<file path="src/rtl/bat_pkg.sv">
// Shared widths, access encoding and the stored entry layout for the
// block address translator. Assumes 32-bit addresses and a smallest block
// of 128 KB, so the block index is the top 15 address bits.
package bat_pkg;
    localparam int ADDR_W   = 32;
    localparam int OFF_W    = 17;
    localparam int IDX_W    = ADDR_W - OFF_W;
    localparam int MASK_W   = 11;
    localparam int ATTR_W   = 4;
    localparam int PROT_W   = 2;

    typedef enum logic [1:0] {
        ACC_READ  = 2'd0,
        ACC_WRITE = 2'd1,
        ACC_FETCH = 2'd2,
        ACC_READ2 = 2'd3
    } acc_e;

    typedef struct packed {
        logic [IDX_W-1:0]  eidx;
        logic [MASK_W-1:0] mask;
        logic              sv;
        logic              uv;
        logic [IDX_W-1:0]  pidx;
        logic [ATTR_W-1:0] attr;
        logic [PROT_W-1:0] prot;
    } bat_ent_t;

    // Widen the length mask to the block index width (upper bits never masked).
    function automatic logic [IDX_W-1:0] widen_mask(input logic [MASK_W-1:0] m);
        return {{(IDX_W-MASK_W){1'b0}}, m};
    endfunction
endpackage

</file>
<file path="src/rtl/bat_regs.sv">
// Entry storage for the translator. Holds NUM_ENT entries, each loaded as
// an upper and a lower 32-bit word. Assumes wr_sel < NUM_ENT. Reset clears
// all fields, which leaves every entry invalid.
module bat_regs
    import bat_pkg::*;
#(
    parameter int NUM_ENT = 4,
    localparam int SEL_W = (NUM_ENT > 1) ? $clog2(NUM_ENT) : 1
) (
    input  logic                 clk,
    input  logic                 rst_n,
    input  logic                 wr_en,
    input  logic [SEL_W-1:0]     wr_sel,
    input  logic                 wr_hi,
    input  logic [ADDR_W-1:0]    wr_data,
    output bat_ent_t             ent [NUM_ENT]
);
    logic unused_bits;
    assign unused_bits = ^{wr_data[OFF_W-1:MASK_W+2], wr_data[OFF_W-1:ATTR_W+3], wr_data[2]};

    for (genvar i = 0; i < NUM_ENT; i++) begin : g_ent
        // Load one word of entry i when it is addressed, clear on reset.
        always_ff @(posedge clk) begin
            if (!rst_n) begin
                ent[i] <= '0;
            end else if (wr_en && wr_sel == SEL_W'(i)) begin
                if (wr_hi) begin
                    ent[i].eidx <= wr_data[ADDR_W-1:OFF_W];
                    ent[i].mask <= wr_data[MASK_W+1:2];
                    ent[i].sv   <= wr_data[1];
                    ent[i].uv   <= wr_data[0];
                end else begin
                    ent[i].pidx <= wr_data[ADDR_W-1:OFF_W];
                    ent[i].attr <= wr_data[ATTR_W+2:3];
                    ent[i].prot <= wr_data[PROT_W-1:0];
                end
            end
        end
    end
endmodule

</file>
<file path="src/rtl/bat_match.sv">
// Parallel comparators: one per entry, each checking the privilege-valid
// bit and the unmasked block index bits of the effective address.
module bat_match
    import bat_pkg::*;
#(
    parameter int NUM_ENT = 4
) (
    input  bat_ent_t            ent [NUM_ENT],
    input  logic [IDX_W-1:0]    ea_idx,
    input  logic                user,
    output logic [NUM_ENT-1:0]  match
);
    for (genvar i = 0; i < NUM_ENT; i++) begin : g_cmp
        logic priv_ok;
        logic [IDX_W-1:0] diff;
        // Pick the valid bit for the current privilege level.
        assign priv_ok  = user ? ent[i].uv : ent[i].sv;
        // Differences in bits covered by the mask do not count.
        assign diff     = (ea_idx ^ ent[i].eidx) & ~widen_mask(ent[i].mask);
        assign match[i] = priv_ok && (diff == '0);
    end
endmodule

</file>
<file path="src/rtl/bat_select.sv">
// Chooses the lowest-numbered matching entry, applies its protection code
// to the access kind and forms the physical address and attributes.
// Outputs are zero unless the access is both matched and permitted.
module bat_select
    import bat_pkg::*;
#(
    parameter int NUM_ENT = 4
) (
    input  bat_ent_t             ent [NUM_ENT],
    input  logic [NUM_ENT-1:0]   match,
    input  logic [ADDR_W-1:0]    ea,
    input  logic [1:0]           acc,
    output logic                 hit,
    output logic                 fault,
    output logic [ADDR_W-1:0]    pa,
    output logic [ATTR_W-1:0]    attr
);
    logic             found;
    bat_ent_t         win;
    logic             allowed;
    logic [IDX_W-1:0] m;
    logic [IDX_W-1:0] pa_idx;

    // Priority pick: the first matching entry from index 0 upward.
    always_comb begin
        found = 1'b0;
        win   = '0;
        for (int i = 0; i < NUM_ENT; i++) begin
            if (match[i] && !found) begin
                found = 1'b1;
                win   = ent[i];
            end
        end
    end

    // Protection: bit 1 grants all, bit 0 alone grants non-writes.
    assign allowed = win.prot[1] || (win.prot[0] && acc != ACC_WRITE);
    assign hit     = found && allowed;
    assign fault   = found && !allowed;

    // Address merge: masked positions come from the effective address.
    assign m      = widen_mask(win.mask);
    assign pa_idx = (win.pidx & ~m) | (ea[ADDR_W-1:OFF_W] & m);
    assign pa     = hit ? {pa_idx, ea[OFF_W-1:0]} : '0;

    // Attributes: guarded is not reported on the fetch side.
    assign attr = hit ? {win.attr[ATTR_W-1:1], win.attr[0] && (acc != ACC_FETCH)} : '0;
endmodule

</file>
<file path="src/rtl/bat_xlate.sv">
// Top of the block address translator. Storage, comparators and result
// selection are separate modules. The lookup path is combinational from
// ea/user/acc and the stored entries. Only writes are clocked.
module bat_xlate
    import bat_pkg::*;
#(
    parameter int NUM_ENT = 4,
    localparam int SEL_W = (NUM_ENT > 1) ? $clog2(NUM_ENT) : 1
) (
    input  logic              clk,
    input  logic              rst_n,
    input  logic              wr_en,
    input  logic [SEL_W-1:0]  wr_sel,
    input  logic              wr_hi,
    input  logic [31:0]       wr_data,
    input  logic [31:0]       ea,
    input  logic              user,
    input  logic [1:0]        acc,
    output logic              hit,
    output logic              fault,
    output logic [31:0]       pa,
    output logic [3:0]        attr
);
    bat_ent_t            ent [NUM_ENT];
    logic [NUM_ENT-1:0]  match;

    bat_regs #(.NUM_ENT(NUM_ENT)) u_regs (
        .clk(clk), .rst_n(rst_n), .wr_en(wr_en), .wr_sel(wr_sel),
        .wr_hi(wr_hi), .wr_data(wr_data), .ent(ent)
    );

    bat_match #(.NUM_ENT(NUM_ENT)) u_match (
        .ent(ent), .ea_idx(ea[ADDR_W-1:OFF_W]), .user(user), .match(match)
    );

    bat_select #(.NUM_ENT(NUM_ENT)) u_sel (
        .ent(ent), .match(match), .ea(ea), .acc(acc),
        .hit(hit), .fault(fault), .pa(pa), .attr(attr)
    );
endmodule

</file>
<file path="config.mk">
export PLATFORM = sky130hd
export DESIGN_NAME = bat_xlate
export DESIGN_NICKNAME = d
export VERILOG_FILES = /design/src/rtl/bat_pkg.sv /design/src/rtl/bat_regs.sv /design/src/rtl/bat_match.sv /design/src/rtl/bat_select.sv /design/src/rtl/bat_xlate.sv
export SDC_FILE = /design/constraint.sdc
export NUM_CORES = 1
export LEC_CHECK = 0
export BUFFER_PORTS_ARGS = -buffer_cell sky130_fd_sc_hd__buf_2
export CAP_MARGIN = 0
export CORE_MARGIN = 3
export CORE_UTILIZATION = 40
export DETAILED_ROUTE_END_ITERATION = 8
export PLACE_DENSITY = 0.64
export RECOVER_POWER = 25
export SLEW_MARGIN = 10
export SYNTH_ARGS = -nofsm -noshare
export SYNTH_HDL_FRONTEND = slang
export SYNTH_SLANG_ARGS = --single-unit
</file>
<file path="constraint.sdc">
create_clock -name clk -period 6 [get_ports clk]
set_input_delay 1.5 -clock clk [delete_from_list [all_inputs] [get_ports clk]]
set_output_delay 1.5 -clock clk [all_outputs]
set_load 0.02 [all_outputs]
</file>
==> results by group <==
Run
  • Max-cap violations: 4

Yosys
  • Seq cells post-synth: ~200
  • Synth cell count leaders: nand2_1, a21boi_0, dfxtp_1
  • Area contributors post-synth: dfxtp_1, nand2_1, a21boi_0
  • Number of synthesized flops with an enable pin: 0
  • Mapped cell area: 10000 um^2
  • Top-count cell post-synth: nand2_1
  • Syn avg cell area: 7.76 um^2
  • Predominant post-synthesis flop cell: dfxtp_1
  • Share of Yosys cell area claimed by the top area cell type: 0.392
  • Sequential-to-total area share from yosys stat: 0.392
  • Syn Inst Count: 1292
  • Yosys warnings: 0
  • Post-Syn Nets: ~1400
  • Ys async rst share: 0
  • Area leader, netlist: dfxtp_1
  • Distinct cells, synth: 43

STA
  • Worst hold margin: approximately 0.47 ns
  • Count of final setup violators: 0
  • Setup tns final: 0 ns
  • Fin crit share: 0.978
  • Final Critical Period: 5.87 ns
  • FMAX: 170 MHz
  • Final Hold Viols: 0
  • Clock skew: 0 ns
  • Slew @ Worst Pin: 1.76 ns
  • Unrepaired setup endpoints after global routing: false
  • Slew Viols, Final: about 120
  • Rel. slew slack: -0.175

Detailed routing
  • Detail Route Antenna Nets: 0
  • Avg WL per Cell: 19.0 um
  • Initial DRC count: 737
  • Vias per cell: 5.41
  • Drc violations: 0
  • Vias post-DR: 9095
  • WL final: 32000 um
  • Drt pass-1 iters: 5

Floorplan
  • I/O pin cnt: 111
  • Row cnt: 57
  • Die width: between 150 and 200 um
  • Core Box Area: 24500 um^2
  • Starting Density: 0.410
  • DIE HEIGHT: ~160 um
  • Die footprint: 27000 um^2

GRT
  • Vias in the first global route: 8825
  • GR Overflow Total: 0
  • Largest net degree at the start of global routing: 100
  • Tot GR Track Use: 0.240
  • First-pass GRT wire length: around 50000 um
  • Initial antenna violation count: 1

Final layout
  • Layout Utilization: 0.464
  • Reg with most FFs: u_regs.ent
  • Area Growth Syn to Fin: 13.4%
  • # nets final: 1416
  • Share of layout cells above drive strength 1: 0.142
  • Finished Cell Area: 11400 um^2
  • Top Registers: u_regs.ent: 196 flops
  • Max reg flops: 196

Worst setup path
  • Worst Path Class, Setup: primary input to output port
  • CP Data Required Time: between 4 and 5 ns
  • Crit. End Element: output port
  • WP data arrival: 4.37 ns
  • Crit path launch type: primary input
  • Critical path peak fanout: 23

Power and ir drop
  • Maximum VDD drop: about 0.15 mV
  • Leak: around 4.0 nW
  • Power Total: 2.71 mW
  • Power per cell area: 238 nW/um^2

Clocking
  • Clock tree buffer depth: 2
  • Num CTS Buffers: 17
  • H-tree Lvls: 4
  • Root buffer cell: clkbuf_16
  • CTS sink cnt: 196
  • Clock-pin slew on the worst setup and hold paths: around 0.08 ns
  • CTS tree: yes
  • Clock latency on the worst-skew pair: 0.44 ns

Place
  • Hpwl dp: 21700 um
  • Area after DPL: 10800 um^2
  • Number of port buffers: 106
  • GPL Wtd Cong: ~0.86

Worst hold path
  • Hold WC Path Type: register to register

Status
  • Failing checks: capacitance limit, slew limit
  • Status: complete, but fails checks
==> through the flow <==
| stage | std cells | setup WS (ns) |
|---|---|---|
| 6_report | 1681 | 0.132 |
| 5_1_grt | 1680 | 0.0112 |
| 4_1_cts | 1678 | 0.101 |
| 3_5_place_dp | 1647 | -0.199 |
| 3_3_place_gp | 1647 | -0.167 |
| 2_1_floorplan | 1292 | 0.208 |
==> final cells by class <==
class                   instances  area, um^2
clock inverters                12         121
fillers                      2470       13100
inverters                       3        11.3
diodes                          2        5.00
multi-input cells             972        5520
well taps                     324         405
flip-flops and latches        196        3920
clock buffers                  19         453
repair buffers                153         915
==> final timing paths <==
kind	startpoint	end	slack, ns	cells past startpoint
min reg2reg	u_regs.ent[9]	u_regs.ent[9]	0.47	2
max	ea[30]	pa[24]	0.13	13
min	u_regs.ent[9]	u_regs.ent[9]	0.47	2
max reg2reg	u_regs.ent[81]	u_regs.ent[81]	5.29	2
==> where the power goes <==
group          total [mW]  leakage (nW)  internal [mW]  switching (mW)
registers            1.34          1.59           1.33          0.0168
clock network        1.14         0.275          0.602           0.541
logic               0.220          2.11         0.0812           0.139
==> critical path, cell delays in order <==
cell and delay, ns:
buf_2 0.14, xnor2_1 0.17, o211ai_1 0.21, nor4b_4 0.44, and3_1 0.26, buf_6 0.25, nor4_4 0.11, buf_12 0.17
a311o_1 0.35, a211o_1 0.28, a21oi_1 0.16, buf_4 0.15, buf_2 0.16
==> placed cells by master (no fill, tap or decap), types with 3 or more instances in the layout <==
cell | Yosys | layout
and2_1 | 39 | 39
nand2b_1 | 5 | 5
and4_1 | 12 | 11
nand2_1 | 436 | 436
a21boi_0 | 196 | 196
nand3_1 | 24 | 24
a221oi_1 | 11 | 11
o21ai_0 | 11 | 11
inv_6 | 0 | 4
nor2_2 | 0 | 4
nor2_1 | 33 | 29
a21oi_1 | 33 | 33
mux2i_1 | 15 | 15
clkinvlp_4 | 0 | 3
buf_4 | 27 | 39
or3_1 | 13 | 13
clkbuf_16 | 0 | 17
nand4_1 | 4 | 4
clkbuf_1 | 75 | 5
xnor2_1 | 50 | 50
a311o_1 | 11 | 11
nor3_1 | 5 | 3
xor2_1 | 10 | 10
nor4_1 | 13 | 13
buf_12 | 0 | 3
o22ai_1 | 15 | 15
nor2b_1 | 4 | 4
a211o_1 | 12 | 12
buf_2 | 17 | 104
dfxtp_1 | 196 | 196
==> timing repair <==
action | CTS | global route
hold endpoints to repair | 0 | 0
resized for setup | 1 | 4
hold buffers | 0 | 0
gates cloned | 0 | 0
buffers inserted | 0 | 1
pin swaps | 0 | 1
endpoints found under the setup margin | 37 | 17
==> routing by layer <==
metal  up-vias  wire length, um  track usage
met5         -                0            0
met4         0              558       0.0638
met3        40             1960       0.0398
met2       284            15300        0.399
met1      4367            14200        0.323
li1       4404                -            -
==> logic make-up (layout without fill, tap and decap cells) <==
| logic type | after synthesis | count (layout) | share of synthesized area |
|---|---|---|---|
| simple gates | 595 | 595 | 0.260 |
| compound gates | 301 | 301 | 0.220 |
| flops | 196 | 196 | 0.392 |
| buf+inv | 124 | 187 | 0.0602 |
| xor+xnor | 60 | 60 | 0.0524 |
| mux | 16 | 16 | 0.0161 |
| other cells | 0 | 2 | 0 |
No activity file was read; power rests on OpenSTA's default activity.
